File: src/rtl/irq_agg_pkg.sv
// Shared constants for the interrupt status aggregator.
// Assumes a byte-offset register space; offsets fit in the address width.
package irq_agg_pkg;
    localparam int unsigned AGG_DATA_W    = 32;
    localparam int unsigned AGG_ADDR_W    = 8;
    localparam int unsigned AGG_EVT_N     = 2;
    localparam int unsigned AGG_POS_W     = 8;
    localparam int unsigned OFS_STATUS    = 'h24;
    localparam int unsigned OFS_RAISE     = 'h60;
    localparam int unsigned OFS_ACK       = 'h64;

    // Which of the two signalling styles is active in a cycle.
    typedef enum logic {
        SIG_LEVEL   = 1'b0,
        SIG_MESSAGE = 1'b1
    } sig_style_t;
endpackage

File: src/rtl/irq_agg_decode.sv
// Register write decoder.
// Turns a write strobe and offset into a set mask, a clear mask and a
// software raise flag. Assumes one write per cycle; reads have no side effect.
module irq_agg_decode #(
    parameter int unsigned ADDR_W    = irq_agg_pkg::AGG_ADDR_W,
    parameter int unsigned DATA_W    = irq_agg_pkg::AGG_DATA_W,
    parameter int unsigned RAISE_OFS = irq_agg_pkg::OFS_RAISE,
    parameter int unsigned ACK_OFS   = irq_agg_pkg::OFS_ACK
) (
    input  logic              wr,
    input  logic [ADDR_W-1:0] addr,
    input  logic [DATA_W-1:0] wdata,
    output logic [DATA_W-1:0] sw_set,
    output logic [DATA_W-1:0] sw_clr,
    output logic              sw_raise
);
    localparam logic [ADDR_W-1:0] RAISE_A = ADDR_W'(RAISE_OFS);
    localparam logic [ADDR_W-1:0] ACK_A   = ADDR_W'(ACK_OFS);

    logic hit_raise;
    logic hit_ack;

    // Match the write offset against the two writable offsets.
    always_comb begin
        hit_raise = wr && (addr == RAISE_A);
        hit_ack   = wr && (addr == ACK_A);
    end

    // Gate the written mask onto the set or clear path.
    always_comb begin
        sw_set   = hit_raise ? wdata : '0;
        sw_clr   = hit_ack   ? wdata : '0;
        sw_raise = hit_raise;
    end
endmodule

File: src/rtl/irq_agg_evt_map.sv
// Internal event mapper.
// Places each internal event input on its own pending bit. Bit positions come
// from a packed parameter, one AGG_POS_W-wide field per event; each position
// is assumed to be below DATA_W.
module irq_agg_evt_map #(
    parameter int unsigned DATA_W = irq_agg_pkg::AGG_DATA_W,
    parameter int unsigned EVT_N  = irq_agg_pkg::AGG_EVT_N,
    parameter int unsigned POS_W  = irq_agg_pkg::AGG_POS_W,
    parameter logic [EVT_N*POS_W-1:0] EVT_POS = {8'd8, 8'd0}
) (
    input  logic [EVT_N-1:0]  evt,
    output logic [DATA_W-1:0] hw_set,
    output logic              hw_raise
);
    localparam logic [DATA_W-1:0] ONE = DATA_W'(1);

    logic [DATA_W-1:0] part [EVT_N];

    for (genvar g = 0; g < EVT_N; g++) begin : g_evt
        // One-hot contribution of event g, or nothing when it is idle.
        always_comb begin
            part[g] = evt[g] ? (ONE << EVT_POS[g*POS_W +: POS_W]) : '0;
        end
    end

    // Merge all contributions and flag any active event as a raise.
    always_comb begin
        hw_set = '0;
        for (int i = 0; i < EVT_N; i++) begin
            hw_set = hw_set | part[i];
        end
        hw_raise = |evt;
    end
endmodule

File: src/rtl/irq_agg_status.sv
// Pending status register.
// Clears the bits of the clear mask, then ORs in the software and hardware
// set masks, so a set overrides a same-cycle clear of the same bit. Exposes
// both the current word and the value it takes at the next edge.
module irq_agg_status #(
    parameter int unsigned DATA_W = irq_agg_pkg::AGG_DATA_W
) (
    input  logic              clk,
    input  logic              rst_n,
    input  logic [DATA_W-1:0] sw_set,
    input  logic [DATA_W-1:0] sw_clr,
    input  logic [DATA_W-1:0] hw_set,
    output logic [DATA_W-1:0] status_q,
    output logic [DATA_W-1:0] status_d
);
    // Next pending word: clear first, sets last.
    always_comb begin
        status_d = (status_q & ~sw_clr) | sw_set | hw_set;
    end

    // Hold the pending word; synchronous reset empties it.
    always_ff @(posedge clk) begin
        if (!rst_n) status_q <= '0;
        else        status_q <= status_d;
    end

    assert_reset_clears_R1: assert property (@(posedge clk)
        !rst_n |=> (status_q == '0));

    assert_set_lands_R3: assert property (@(posedge clk) disable iff (!rst_n)
        (sw_set != '0) |=> ((status_q & $past(sw_set)) == $past(sw_set)));

    assert_ack_clears_R4: assert property (@(posedge clk) disable iff (!rst_n)
        (sw_clr != '0 && sw_set == '0 && hw_set == '0)
        |=> ((status_q & $past(sw_clr)) == '0));

    assert_idle_holds_R5: assert property (@(posedge clk) disable iff (!rst_n)
        (sw_clr == '0 && sw_set == '0 && hw_set == '0) |=> $stable(status_q));

    assert_event_wins_R7: assert property (@(posedge clk) disable iff (!rst_n)
        (hw_set != '0) |=> ((status_q & $past(hw_set)) == $past(hw_set)));
endmodule

File: src/rtl/irq_agg_notify.sv
// Interrupt output stage.
// Registers the level line and the message pulse from the next pending word,
// the raise flag and the signalling style. Assumes the style input is stable
// in the sense of being sampled like any other input at each edge.
module irq_agg_notify #(
    parameter int unsigned DATA_W = irq_agg_pkg::AGG_DATA_W
) (
    input  logic              clk,
    input  logic              rst_n,
    input  irq_agg_pkg::sig_style_t style,
    input  logic              raise,
    input  logic [DATA_W-1:0] status_d,
    input  logic [DATA_W-1:0] status_q,
    output logic              irq_level,
    output logic              msi_req
);
    import irq_agg_pkg::*;

    logic pend_d;
    logic level_d;
    logic pulse_d;

    // Decide both outputs for the coming cycle.
    always_comb begin
        pend_d  = |status_d;
        level_d = (style == SIG_LEVEL) && pend_d;
        pulse_d = (style == SIG_MESSAGE) && raise && pend_d;
    end

    // Register both outputs; reset drives them low.
    always_ff @(posedge clk) begin
        if (!rst_n) begin
            irq_level <= 1'b0;
            msi_req   <= 1'b0;
        end else begin
            irq_level <= level_d;
            msi_req   <= pulse_d;
        end
    end

    assert_reset_quiet_R1: assert property (@(posedge clk)
        !rst_n |=> (!irq_level && !msi_req));

    assert_level_tracks_R8: assert property (@(posedge clk) disable iff (!rst_n)
        (style == SIG_LEVEL) |=> (irq_level == (|status_q)));

    assert_pulse_needs_pending_R9: assert property (@(posedge clk) disable iff (!rst_n)
        msi_req |-> (|status_q));

    assert_raise_pulses_R9: assert property (@(posedge clk) disable iff (!rst_n)
        (style == SIG_MESSAGE && raise) |=> (msi_req == (|status_q)));

    assert_no_raise_silent_R10: assert property (@(posedge clk) disable iff (!rst_n)
        !raise |=> !msi_req);

    assert_level_mode_no_pulse_R10: assert property (@(posedge clk) disable iff (!rst_n)
        (style == SIG_LEVEL) |=> !msi_req);

    assert_message_line_low_R11: assert property (@(posedge clk) disable iff (!rst_n)
        (style == SIG_MESSAGE) |=> !irq_level);
endmodule

File: src/rtl/irq_aggregator.sv
// Set/clear interrupt status aggregator, top level.
// Collects software raise/acknowledge writes and internal completion events
// into one pending word, exposes it for reading and drives either a level
// line or a one-cycle message request. Assumes a single-beat register port
// with at most one write per cycle.
module irq_aggregator #(
    parameter int unsigned ADDR_W     = irq_agg_pkg::AGG_ADDR_W,
    parameter int unsigned DATA_W     = irq_agg_pkg::AGG_DATA_W,
    parameter int unsigned EVT_N      = irq_agg_pkg::AGG_EVT_N,
    parameter int unsigned STATUS_OFS = irq_agg_pkg::OFS_STATUS,
    parameter int unsigned RAISE_OFS  = irq_agg_pkg::OFS_RAISE,
    parameter int unsigned ACK_OFS    = irq_agg_pkg::OFS_ACK,
    parameter logic [EVT_N*irq_agg_pkg::AGG_POS_W-1:0] EVT_POS = {8'd8, 8'd0}
) (
    input  logic              clk,
    input  logic              rst_n,
    input  logic              msg_mode,
    input  logic              reg_wr,
    input  logic [ADDR_W-1:0] reg_addr,
    input  logic [DATA_W-1:0] reg_wdata,
    output logic [DATA_W-1:0] reg_rdata,
    input  logic [EVT_N-1:0]  hw_evt,
    output logic              irq_level,
    output logic              msi_req
);
    import irq_agg_pkg::*;

    localparam logic [ADDR_W-1:0] STATUS_A = ADDR_W'(STATUS_OFS);

    logic [DATA_W-1:0] sw_set;
    logic [DATA_W-1:0] sw_clr;
    logic [DATA_W-1:0] hw_set;
    logic [DATA_W-1:0] status_q;
    logic [DATA_W-1:0] status_d;
    logic              sw_raise;
    logic              hw_raise;
    logic              any_raise;
    sig_style_t        style;

    irq_agg_decode #(
        .ADDR_W(ADDR_W), .DATA_W(DATA_W),
        .RAISE_OFS(RAISE_OFS), .ACK_OFS(ACK_OFS)
    ) u_decode (
        .wr(reg_wr), .addr(reg_addr), .wdata(reg_wdata),
        .sw_set(sw_set), .sw_clr(sw_clr), .sw_raise(sw_raise)
    );

    irq_agg_evt_map #(
        .DATA_W(DATA_W), .EVT_N(EVT_N),
        .POS_W(AGG_POS_W), .EVT_POS(EVT_POS)
    ) u_evt_map (
        .evt(hw_evt), .hw_set(hw_set), .hw_raise(hw_raise)
    );

    irq_agg_status #(.DATA_W(DATA_W)) u_status (
        .clk(clk), .rst_n(rst_n),
        .sw_set(sw_set), .sw_clr(sw_clr), .hw_set(hw_set),
        .status_q(status_q), .status_d(status_d)
    );

    // Combine raise sources and translate the mode pin into a style.
    always_comb begin
        any_raise = sw_raise || hw_raise;
        style     = msg_mode ? SIG_MESSAGE : SIG_LEVEL;
    end

    irq_agg_notify #(.DATA_W(DATA_W)) u_notify (
        .clk(clk), .rst_n(rst_n), .style(style), .raise(any_raise),
        .status_d(status_d), .status_q(status_q),
        .irq_level(irq_level), .msi_req(msi_req)
    );

    // Read port: the pending word at its offset, zero elsewhere.
    always_comb begin
        reg_rdata = (reg_addr == STATUS_A) ? status_q : '0;
    end
endmodule

File: config.mk
export PLATFORM = sky130hd
export DESIGN_NAME = irq_aggregator
export DESIGN_NICKNAME = d
export VERILOG_FILES = /design/src/rtl/irq_agg_pkg.sv /design/src/rtl/irq_agg_decode.sv /design/src/rtl/irq_agg_evt_map.sv /design/src/rtl/irq_agg_status.sv /design/src/rtl/irq_agg_notify.sv /design/src/rtl/irq_aggregator.sv
export SDC_FILE = /design/constraint.sdc
export NUM_CORES = 1
export LEC_CHECK = 0
export BUFFER_PORTS_ARGS = -buffer_cell sky130_fd_sc_hd__buf_2
export CELL_PAD_IN_SITES_DETAIL_PLACEMENT = 0
export CELL_PAD_IN_SITES_GLOBAL_PLACEMENT = 1
export CORE_UTILIZATION = 38
export CTS_BUF_LIST = sky130_fd_sc_hd__clkbuf_8
export DETAILED_ROUTE_END_ITERATION = 6
export PLACE_DENSITY = 0.86
export SYNTH_ARGS = -nofsm -noshare
export SYNTH_HDL_FRONTEND = slang
export SYNTH_SLANG_ARGS = --single-unit
File: constraint.sdc
create_clock -name clk -period 3.1 [get_ports clk]
set_input_delay 0.155 -clock clk [delete_from_list [all_inputs] [get_ports clk]]
set_output_delay 0.155 -clock clk [all_outputs]
set_load 0.005 [all_outputs]
==> impl_metrics.tcl <==
set metrics [dict create \
    syn-num-nets 307 \
    grt_pass1_vias 1814 \
    synth_edf_count 0 \
    grt_pass1_wl_microns 8550 \
    final_antenna_net_count 0 \
    die_y_microns 75.2 \
    slowest_delay_ns 0.61 \
    postSynthAreaPerCell_sq_um 7.80 \
    rr_worst_depth 6 \
    clk_root_buffer_cell "clkbuf_8" \
    clkLatencyLatePin_ns 0.28 \
    finalInstanceArea_sq_um 2560 \
    most-common-layout-cells "buf_2, nand2_1, and2_1, dfxtp_1, nor2b_1" \
    min_to "u_notify.irq_level" \
    synth_ff_type "dfxtp_1" \
    synth_top_family_by_area "simple AND/OR/NAND/NOR gates" \
    diodes 0 \
    setup_viol 0 \
    grtUsageMet3 0.0308 \
    fin_crit_sh 0.686 \
    tightest_slew_ns 0.611 \
    seqPwrFrac 0.508 \
    wl_per_cell_microns 13.9 \
    p_leak_nw 1.07 \
    avgViaCountPerCell 5.12 \
    p_switching_w 0.000213 \
    grtUsageTotal 0.199 \
    numCtsBuffers 5 \
    synthTopCellsByArea "dfxtp_1, and2_1, nand2_1" \
    hold-worst-slack_ns 0.132 \
    ys_seq_area_frac 0.334 \
    min-delay-start "msg_mode" \
    hold_path.class "input pin to register" \
    clk_pin_slew_worst_paths_ns 0.07 \
    placed_cell_area_sq_um 2470 \
    syn2layout_area_growth_pct 25.6 \
    fin_nets 381 \
    power_w 0.000871 \
    drv_cap 0 \
    setup.worst_path.end_class "register" \
    async_reset_ff_frac 0 \
    io_pins 80 \
    fillers 548 \
    syn_inst 261 \
    die_w_microns 75.2 \
    finalHoldViolCount 0 \
    dp_hpwl_microns 4200 \
    worst_setup_path_start_kind "register" \
    fin_tns_setup_ns 0 \
    pwr-share-comb 0.104 \
    worstReg2RegEnd "u_notify.msi_req" \
    crit_chain "nor4_1, nand4_1, o21ai_0, nand4_1, a2111oi_1, a21oi_1" \
    synth-seq-cells 34 \
    antenna_found_initial 0 \
    port_buffers 79 \
    ir_drop_mv 0.189 \
    worst_ep_required_time_ns 3.24 \
    reg2reg_setup_slack_ns 0.97 \
    synth_cell_types 40 \
    cts_setup_buffers 0 \
    synth_compound_area_frac 0.225 \
    rows 26 \
    synthXorXnorAreaFrac 0 \
    clock_sinks 34 \
    p_per_area_nw_per_um2 340 \
    power.internal_w 0.000658 \
    dieArea_sq_um 5660 \
    slew_viol_final 0 \
    synth.area.mux_share 0 \
    hold_buffers 0 \
    cp_common_cell "nand4_1" \
    min_path_cells 3 \
    grt.busiest_layer "met2" \
    drtPass1Iterations 4 \
    route.detailed.drc 0 \
    num_vias 2077 \
    fmax_mhz 470 \
    initial_core_util 0.396 \
    synthSimpleGateAreaFrac 0.377 \
    path_delay_family "compound AO/OA/AOI/OAI gates" \
    totalWireLength_microns 5640 \
    regArea_sq_um 681 \
    post-route-min-period_ns 2.13 \
    drive_above_1_share 0.286 \
    crit_type "register to register" \
    clockPowerShare 0.388 \
    reg2reg_from "u_status.status_q[9]" \
    grt_setup_unrepaired "false" \
    yosys_warnings 0 \
    htree_levels 2 \
    final_common_cell "buf_2" \
    clk_path_buf_depth 2 \
    use_met1 0.277 \
    core_sq_um 5140 \
    cpMaxStageDelayCell "a2111oi_1" \
    cp.arrival_ns 2.27 \
    outcome "complete, no violations" \
    gp_congestion 0.857 \
    yosys.area.top_type_share 0.334 \
    synthesis.area_sq_um 2040 \
    grt_util_met2 0.314 \
    grt_overflow_total 0 \
    grt_max_degree 35 \
    multi_input_area_sq_um 1220 \
    fin_worst_skew_ns 0.00391 \
    tritoncts "built" \
    synth-adder-area-share 0 \
    switching_share 0.244 \
    critical_path.max_fanout 4 \
    cts_resized 0 \
    synth_top_area_cell "dfxtp_1" \
    worst_slew_margin_rel 0.592 \
    drtIter0Drc 150 \
    critPathBufInv 0 \
]
[metal layers]
metal,up-vias,share of wire
li1,1071,-
met1,934,0.48
met2,66,0.45
met3,6,0.055
met4,0,0.015
met5,-,0
[power groups by stage]
stage,sequential [W],clock [W],combinational (W)
final,0.000442,0.000338,0.0000903
after CTS,0.000442,0.000340,0.0000902
after floorplan,0.000452,0,0.0000354
after global routing,0.000443,0.000356,0.0000981
after detailed placement,0.000453,0,0.0000899
after global placement,0.000453,0,0.0000897
[cells by family (layout without fill, tap and decap cells)]
| family | Yosys count | after routing |
|---|---|---|
| simple gates | 133 | 133 |
| compound gates | 64 | 64 |
| flops | 34 | 34 |
| buf+inv | 30 | 105 |
[per-stage QoR]
step,worst slack [ns],instances,utilization
finish,0.974,406,0.498
CTS,1.03,406,0.498
global route,0.865,406,0.498
detailed placement,0.813,398,0.480
floorplan,1.45,261,-
global placement,0.931,398,0.480
[sequential cells by signal, indices dropped and copies added, names as in the netlist]
register and flops:
u_status.status_q 32, u_notify.irq_level 1, u_notify.msi_req 1
[worst max-delay path by stage]
| stage | start | endpoint | depth (start not counted) |
|---|---|---|---|
| 6_report | u_status.status_q[9] | u_notify.msi_req | 6 |
| 4_1_cts | u_status.status_q[9] | u_notify.msi_req | 6 |
| 2_1_floorplan | reg_addr[3] | u_notify.irq_level | 6 |
| 3_5_place_dp | reg_addr[7] | u_notify.msi_req | 8 |
| 5_1_grt | reg_addr[7] | u_notify.msi_req | 7 |
| 3_3_place_gp | reg_addr[7] | u_notify.msi_req | 7 |
[area by class of cell]
class                   instances  share of cell area
clock buffers                   6              0.0323
clock inverters                 2             0.00342
inverters                      15              0.0220
multi-input cells             197               0.479
flip-flops and latches         34               0.266
well taps                      70              0.0342
repair buffers                 82               0.163
[cell usage after synthesis, types with 6 or more instances]
| library cell | n |
|---|---|
| a21boi_0 | 11 |
| nand2b_1 | 8 |
| clkbuf_1 | 7 |
| nor2b_1 | 20 |
| inv_1 | 15 |
| dfxtp_1 | 34 |
| a22oi_1 | 17 |
| and2_1 | 34 |
| nor4_1 | 9 |
| nand4_1 | 8 |
| nand2_1 | 35 |
| buf_2 | 6 |
| o21ai_0 | 11 |
[worst reg2reg max path, delay by kind of cell, from the launching register on]
family	cells	cell delay [ns]
AOI/OAI and AO/OA	3	0.97
DFF	1	0.34
and+or+nand+nor	3	0.68
Note: power is estimated with default switching activity, not from simulation.
